$ cat src/rtl/adc_out_pkg.sv
package adc_out_pkg;
  typedef enum logic [1:0] {
    RATE_FULL = 2'd0,
    RATE_HALF = 2'd1,
    RATE_DEC  = 2'd2
  } rate_e;

  typedef struct packed {
    rate_e rate;
    logic  dup;
  } cfg_t;
endpackage

$ cat src/rtl/adc_out_phase.sv
module adc_out_phase
  import adc_out_pkg::*;
#(
  parameter int DEC_N = 5,
  localparam int CW = (DEC_N > 2) ? $clog2(DEC_N) : 1
) (
  input  logic          clk_i,
  input  logic          rst_ni,
  input  logic          rate_sel_i,
  input  logic          dec_sel_i,
  input  logic          dup_i,
  output cfg_t          cfg_o,
  output cfg_t          cfg_q_o,
  output logic [CW-1:0] cnt_o,
  output logic          upd_o
);
  logic [CW-1:0] cnt_q;
  cfg_t          cfg_q, live, eff;
  logic          last;

  always_comb begin
    live.dup  = dup_i;
    if (!rate_sel_i)    live.rate = RATE_FULL;
    else if (dec_sel_i) live.rate = RATE_DEC;
    else                live.rate = RATE_HALF;
  end

  // selects are only honoured at frame start
  assign eff = (cnt_q == '0) ? live : cfg_q;

  always_comb begin
    unique case (eff.rate)
      RATE_HALF: begin
        last  = (cnt_q == CW'(1));
        upd_o = (cnt_q == CW'(1));
      end
      RATE_DEC: begin
        last  = (cnt_q == CW'(DEC_N - 1));
        upd_o = (cnt_q == '0);
      end
      default: begin
        last  = 1'b1;
        upd_o = 1'b1;
      end
    endcase
  end

  always_ff @(posedge clk_i or negedge rst_ni) begin
    if (!rst_ni) begin
      cnt_q <= '0;
      cfg_q <= '{rate: RATE_HALF, dup: 1'b0};
    end else begin
      cnt_q <= last ? '0 : cnt_q + CW'(1);
      cfg_q <= eff;
    end
  end

  assign cfg_o   = eff;
  assign cfg_q_o = cfg_q;
  assign cnt_o   = cnt_q;
endmodule

$ cat src/rtl/adc_out_path.sv
module adc_out_path
  import adc_out_pkg::*;
#(
  parameter int DW = 8,
  parameter int DEC_N = 5,
  localparam int CW = (DEC_N > 2) ? $clog2(DEC_N) : 1
) (
  input  logic          clk_i,
  input  logic          rst_ni,
  input  cfg_t          cfg_i,
  input  logic [CW-1:0] cnt_i,
  input  logic          upd_i,
  input  logic [DW-1:0] sample_i,
  output logic [DW-1:0] a_data_o,
  output logic          a_vld_o,
  output logic [DW-1:0] b_data_o,
  output logic          b_vld_o
);
  logic [DW-1:0] pair_q;

  always_ff @(posedge clk_i or negedge rst_ni) begin
    if (!rst_ni) pair_q <= '0;
    else if (cfg_i.rate == RATE_HALF && cnt_i == '0) pair_q <= sample_i;
  end

  always_ff @(posedge clk_i or negedge rst_ni) begin
    if (!rst_ni) begin
      a_data_o <= '0;
      a_vld_o  <= 1'b0;
      b_data_o <= '0;
      b_vld_o  <= 1'b0;
    end else if (upd_i) begin
      a_data_o <= sample_i;
      a_vld_o  <= 1'b1;
      if (cfg_i.rate == RATE_HALF) begin
        b_data_o <= cfg_i.dup ? sample_i : pair_q;
        b_vld_o  <= 1'b1;
      end else begin
        b_data_o <= cfg_i.dup ? sample_i : '0;
        b_vld_o  <= cfg_i.dup;
      end
    end
  end
endmodule

$ cat src/rtl/adc_out_clkgen.sv
module adc_out_clkgen
  import adc_out_pkg::*;
#(
  parameter int DEC_N = 5,
  localparam int CW = (DEC_N > 2) ? $clog2(DEC_N) : 1,
  localparam int HI_EDGES = DEC_N / 2
) (
  input  logic          clk_i,
  input  logic          rst_ni,
  input  cfg_t          cfg_i,
  input  cfg_t          cfg_q_i,
  input  logic [CW-1:0] cnt_i,
  output logic          dclk_o
);
  logic d2_q, p_q, n_w, sel_q;

  always_ff @(posedge clk_i or negedge rst_ni) begin
    if (!rst_ni) begin
      d2_q <= 1'b0;
      p_q  <= 1'b0;
    end else begin
      d2_q <= (cfg_i.rate == RATE_HALF) && (cnt_i == CW'(1));
      p_q  <= (cfg_i.rate == RATE_DEC) && (cnt_i < CW'(HI_EDGES));
    end
  end

  generate
    if (DEC_N % 2 == 1) begin : g_odd
      logic n_q;
      // half-period extension for odd division
      always_ff @(negedge clk_i or negedge rst_ni) begin
        if (!rst_ni) n_q <= 1'b0;
        else         n_q <= p_q;
      end
      assign n_w = n_q;
    end else begin : g_even
      assign n_w = 1'b0;
    end
  endgenerate

  // mux select moves only while clk_i is low
  always_ff @(negedge clk_i or negedge rst_ni) begin
    if (!rst_ni) sel_q <= 1'b0;
    else         sel_q <= (cfg_q_i.rate == RATE_FULL);
  end

  assign dclk_o = sel_q ? clk_i : (d2_q | p_q | n_w);
endmodule

$ cat src/rtl/adc_out_demux.sv
module adc_out_demux
  import adc_out_pkg::*;
#(
  parameter int DW = 8,
  parameter int DEC_N = 5
) (
  input  logic          clk_i,
  input  logic          rst_ni,
  input  logic [DW-1:0] sample_i,
  input  logic          rate_sel_i,
  input  logic          dec_sel_i,
  input  logic          dup_i,
  output logic [DW-1:0] a_data_o,
  output logic          a_vld_o,
  output logic [DW-1:0] b_data_o,
  output logic          b_vld_o,
  output logic          dclk_o
);
  localparam int CW = (DEC_N > 2) ? $clog2(DEC_N) : 1;

  cfg_t          cfg, cfg_q;
  logic [CW-1:0] cnt;
  logic          upd;

  adc_out_phase #(.DEC_N(DEC_N)) u_phase (
    .clk_i(clk_i), .rst_ni(rst_ni),
    .rate_sel_i(rate_sel_i), .dec_sel_i(dec_sel_i), .dup_i(dup_i),
    .cfg_o(cfg), .cfg_q_o(cfg_q), .cnt_o(cnt), .upd_o(upd)
  );

  adc_out_path #(.DW(DW), .DEC_N(DEC_N)) u_path (
    .clk_i(clk_i), .rst_ni(rst_ni), .cfg_i(cfg), .cnt_i(cnt), .upd_i(upd),
    .sample_i(sample_i),
    .a_data_o(a_data_o), .a_vld_o(a_vld_o),
    .b_data_o(b_data_o), .b_vld_o(b_vld_o)
  );

  adc_out_clkgen #(.DEC_N(DEC_N)) u_clk (
    .clk_i(clk_i), .rst_ni(rst_ni), .cfg_i(cfg), .cfg_q_i(cfg_q),
    .cnt_i(cnt), .dclk_o(dclk_o)
  );
endmodule

$ cat config.mk
export PLATFORM = sky130hd
export DESIGN_NAME = adc_out_demux
export DESIGN_NICKNAME = d
export VERILOG_FILES = /design/src/rtl/adc_out_pkg.sv /design/src/rtl/adc_out_phase.sv /design/src/rtl/adc_out_path.sv /design/src/rtl/adc_out_clkgen.sv /design/src/rtl/adc_out_demux.sv
export SDC_FILE = /design/constraint.sdc
export NUM_CORES = 1
export LEC_CHECK = 0
export BUFFER_PORTS_ARGS = -buffer_cell sky130_fd_sc_hd__buf_2
export CAP_MARGIN = 20
export CORE_MARGIN = 5
export CORE_UTILIZATION = 56
export CTS_BUF_LIST = sky130_fd_sc_hd__clkbuf_2
export CTS_CLUSTER_SIZE = 28
export DETAILED_ROUTE_END_ITERATION = 8
export PLACE_DENSITY = 0.81
export SLEW_MARGIN = 20
export SYNTH_ARGS = -nofsm -noshare
export SYNTH_HDL_FRONTEND = slang
export SYNTH_HIERARCHICAL = 1
export SYNTH_SLANG_ARGS = --single-unit
$ cat constraint.sdc
create_clock -name clk_i -period 3.5 [get_ports clk_i]
set_clock_uncertainty 0.15 [all_clocks]
set_input_delay 0.35 -clock clk_i [delete_from_list [all_inputs] [get_ports clk_i]]
set_output_delay 0.35 -clock clk_i [all_outputs]
set_load 0.02 [all_outputs]
# Word level (Yosys, flattened, before mapping)

Index checks and enable logic that the tools add are counted.

Register bits: 36
Input port bits: 13
Output and inout bits: 19

$add $sub $neg: 1
$lt $le $gt $ge: 1
Equal/unequal tests: 4
Mux-type cells: 11
Bitwise logic cells: 2
Reductions and logical operators: 5

Operator list:

| operator            | number |
|---|---|
| $mux 8              | 3 |
| $mux 3              | 2 |
| $mux 2              | 2 |
| $pmux 1 s2          | 2 |
| $add 3x1->3 const B | 1 |
| $eq 3x1->1 const B  | 1 |
| $eq 3x3->1 const B  | 1 |
| $logic_and 1x1->1   | 3 |
| $logic_not 3->1     | 1 |
| $lt 3x2->1 const B  | 1 |
| $eq 2x1->1 const B  | 1 |
| $eq 2x2->1 const B  | 1 |
| $logic_not 2->1     | 1 |
| $mux 1              | 2 |
| $or 1x1->1          | 2 |

# Logic depth before layout (Yosys ltp)

Word-level depth: 6
Mapped depth: 12
Gate-level depth less buffers: 11

# Cells and area by module

The synthesis kept the hierarchy.

By module, submodules not included:

| module         | times used | cells an instance | area an instance (um^2) | sequential area each (um^2) |
|---|---|---|---|---|
| adc_out_path   | 1          | 75                | 1057.3                  | 650.6 |
| adc_out_phase  | 1          | 34                | 354.1                   | 151.4 |
| adc_out_clkgen | 1          | 11                | 150.1                   | 100.1 |

==> flow_summary.yaml <==
run_status:
  status: "finished, final reports clean"
power_and_ir_drop:
  power_switching_mw: 0.6981
  clkPwrFrac_pct: 13.3
  power.internal_mw: 1.046
  p_per_area_mw_per_mm2: 960.6
  switching_share_pct: 40.03
  peakVddDrop_mv: 0.6247
  p_seq_share_pct: 40.4
  combPwrFrac_pct: 46.3
  leakage_nw: 0.8732
worst_setup_path:
  reg2reg_depth: 8
  r2r_slack_ns: 0.40
  slowest_delay_ns: 0.38
  critPathKind: "reg -> out"
  cp.arrival_ns: 2.92
  crit_slowest_cell: "dfrtn_1"
  crit_family: "flip-flops"
  endpoint_kind: "output port"
  path_max_fanout: 2
  r2r_end: "u_path/b_vld_o$_DFFE_PN0P_"
  path_buf_inv: 1
  crit_chain: "nor4_2 > a21oi_1 > buf_4"
  startpoint_type: "flip-flop"
  critical_path_required_ns: 3.00
  path_depth: 3
  rr_startpoint: "u_phase/cnt_o[1]$_DFF_PN0_"
cells_and_area:
  multiInputGateArea_um2: 606.8
  fillers: 218
  antenna_cells: 0
  drive_gt1_share_pct: 42.14
  nets: 176
  syn_to_final_growth_pct: 16.27
  final_common_cell: "dfrtp_1"
  final_cell_mix: "dfrtp_1 (33), buf_2 (30), mux2_2 (16)"
  seq_area_um2: 902.1
route:
  drt-pass1-iter-count: 4
  drt-initial-drc-count: 28
  avgViaCountPerCell: 5.458
  ant_nets: 0
  via_count: 1037
  detail_route.wl_per_cell_um: 14.60
  routed_wirelength_um: 2774
  drc: 0
synthesis:
  yosysWarningCount: 6
  syn-cell-area_mm2: 0.001561
  yosysSeqAreaShare_pct: 57.77
  synthesis.nets: 138
  avgSynthCellArea_um2: 13.01
  synth.distinct_cells: 28
  yosys_register_bits: 36
  syn_inst: 120
place:
  place.gp.congestion: 0.7412
  dp_hpwl_um: 1987
  post-place-ws_ns: 0.4227
  io_buffers: 31
global_route:
  grt_remaining_overflow: 0
  grtUsageMet2_pct: 25.39
  track_usage_pct: 15.91
  gr-usage-met3_pct: 5.755
  grt_pass1_vias: 1104
  busiest_layer: "met2"
  grtUsageMet1_pct: 18.79
  grt_pass1_wl_um: 4912
  grt_max_degree: 20
  antenna_found_initial: 0
clock_tree:
  clockBufferDepth: 2
  htree_num_levels: 2
  cts_root_buffer: "clkbuf_2"
  clock_latency_ns: 0.37
  cts_tree: "done"
  post_cts.repair.setup_buffers: 0
  cts_buffers: 5
  clkSlewWorstSetupHoldPaths_ns: 0.17
sta:
  layout_setup_ws_ns: 0.08044
  worst_hold_slack_ns: 0.07691
  relSlewSlack_pct: 50.83
  hold_violations: 0
  worstMarginPinSlew_ns: 0.7326
  setup_viol: 0
  rsz0062_at_grt: "true"
  slew_violations: 0
hold_path:
  hold_depth: 2
  hold_start: "sample_i[7]"
  hold_class: "in -> reg"
  min_to: "u_path/a_data_o[7]$_DFFE_PN0P_"
run:
  drv_cap: 0
floorplanning:
  num_io_pins: 32
  die_w_um: 62.81
  rows: 19
  core_area_mm2: 0.002710
  die_y_um: 62.81
  fp.dieArea_mm2: 0.003944
  start_util_pct: 57.62
==> logic make-up (layout without fill, tap and decap cells) <==
kind of cell,after synthesis,count (layout),synth area share [%]
AO/OA/AOI/OAI,19,19,7.050
adder cells (fa/ha/maj),5,5,4.006
buffers and inverters,15,54,3.766
flip-flops,36,36,57.77
multiplexers,25,25,17.63
AND/OR/NAND/NOR,20,20,9.775
==> what timing repair did <==
action                                 CTS  global route
hold buffers                             1             0
endpoints found under the hold margin   16             0
resized for setup                        0             2
setup endpoints to repair                0             1
==> per-layer routing <==
layer,part of all wire (%),wire length (um),vias up
met4,1.7,48,0
li1,-,-,493
met1,42,1165,509
met5,0,0,-
met2,51,1406,29
met3,5.5,153,6
==> power by group through the flow <==
stage / logic, mW / clock network (mW) / registers (mW)
floorplan: 0.486 / 0.0278 / 0.813
global placement: 0.786 / 0.0381 / 0.701
detailed placement: 0.804 / 0.0381 / 0.714
CTS: 0.811 / 0.236 / 0.703
global route: 0.887 / 0.266 / 0.731
finish: 0.808 / 0.232 / 0.704
==> how the worst max path moves through the flow <==
stage                   to                       from  slack (ns)
finish              dclk_o      u_clk/sel_q$_DFF_NN0_        0.08
global route        dclk_o      u_clk/sel_q$_DFF_NN0_       -0.02
CTS                 dclk_o  u_clk/g_odd.n_q$_DFF_NN0_        0.02
detailed placement  dclk_o  u_clk/g_odd.n_q$_DFF_NN0_        0.42
global placement    dclk_o      u_clk/sel_q$_DFF_NN0_        0.47
floorplan           dclk_o      u_clk/sel_q$_DFF_NN0_        0.47
==> cells in the mapped netlist (all sizes together) <==
master,instances,area share (%)
dfrtn,2,3.2
clkbuf,1,0.24
a21oi,5,1.6
ha,5,4.0
dfstp,1,1.7
nor3,1,0.32
o22ai,8,3.2
mux2i,8,5.1
nor2b,1,0.56
nand2b,2,1.3
buf,2,0.64
mux2,17,12
or2,2,0.80
nor2,1,0.24
nor3b,1,0.48
o21ai,4,1.3
nand3b,2,0.96
o21a,2,0.96
inv,12,2.9
dfrtp,33,53
nor4,2,1.2
nand2,6,1.4
nor4b,2,2.5
==> cell type report <==
type                    instances  share of cell area (%)
clock buffers                   9                   2.619
clock inverters                 1                  0.2068
inverters                      11                   2.274
multi-input cells              69                   33.43
flip-flops and latches         36                   49.69
well taps                      31                   2.136
repair buffers                 33                   9.649
==> state kept, by name, indices dropped and copies added, names as in the netlist <==
signal and count:
u_clk/sel_q 1, u_clk/g_odd.n_q 1, u_phase/cnt_o 3, u_phase/cfg_q_o 3, u_clk/d2_q 1, u_path/b_data_o 8
u_clk/p_q 1, u_path/pair_q 8, u_path/a_vld_o 1, u_path/b_vld_o 1, u_path/a_data_o 8
==> through the flow <==
| stage | total power [mW] | util [%] | instance area [um2] | std cells | setup TNS [ns] |
|---|---|---|---|---|---|
| after floorplan | 1.326 | - | 1562 | 120 | 0 |
| after global placement | 1.525 | 64.82 | 1757 | 181 | 0 |
| after detailed placement | 1.556 | 64.82 | 1757 | 181 | 0 |
| after CTS | 1.750 | 66.67 | 1807 | 190 | 0 |
| after global routing | 1.883 | 66.99 | 1815 | 190 | -0.02450 |
| final | 1.744 | 66.99 | 1815 | 190 | 0 |
Note: power is estimated with default switching activity, not from simulation.
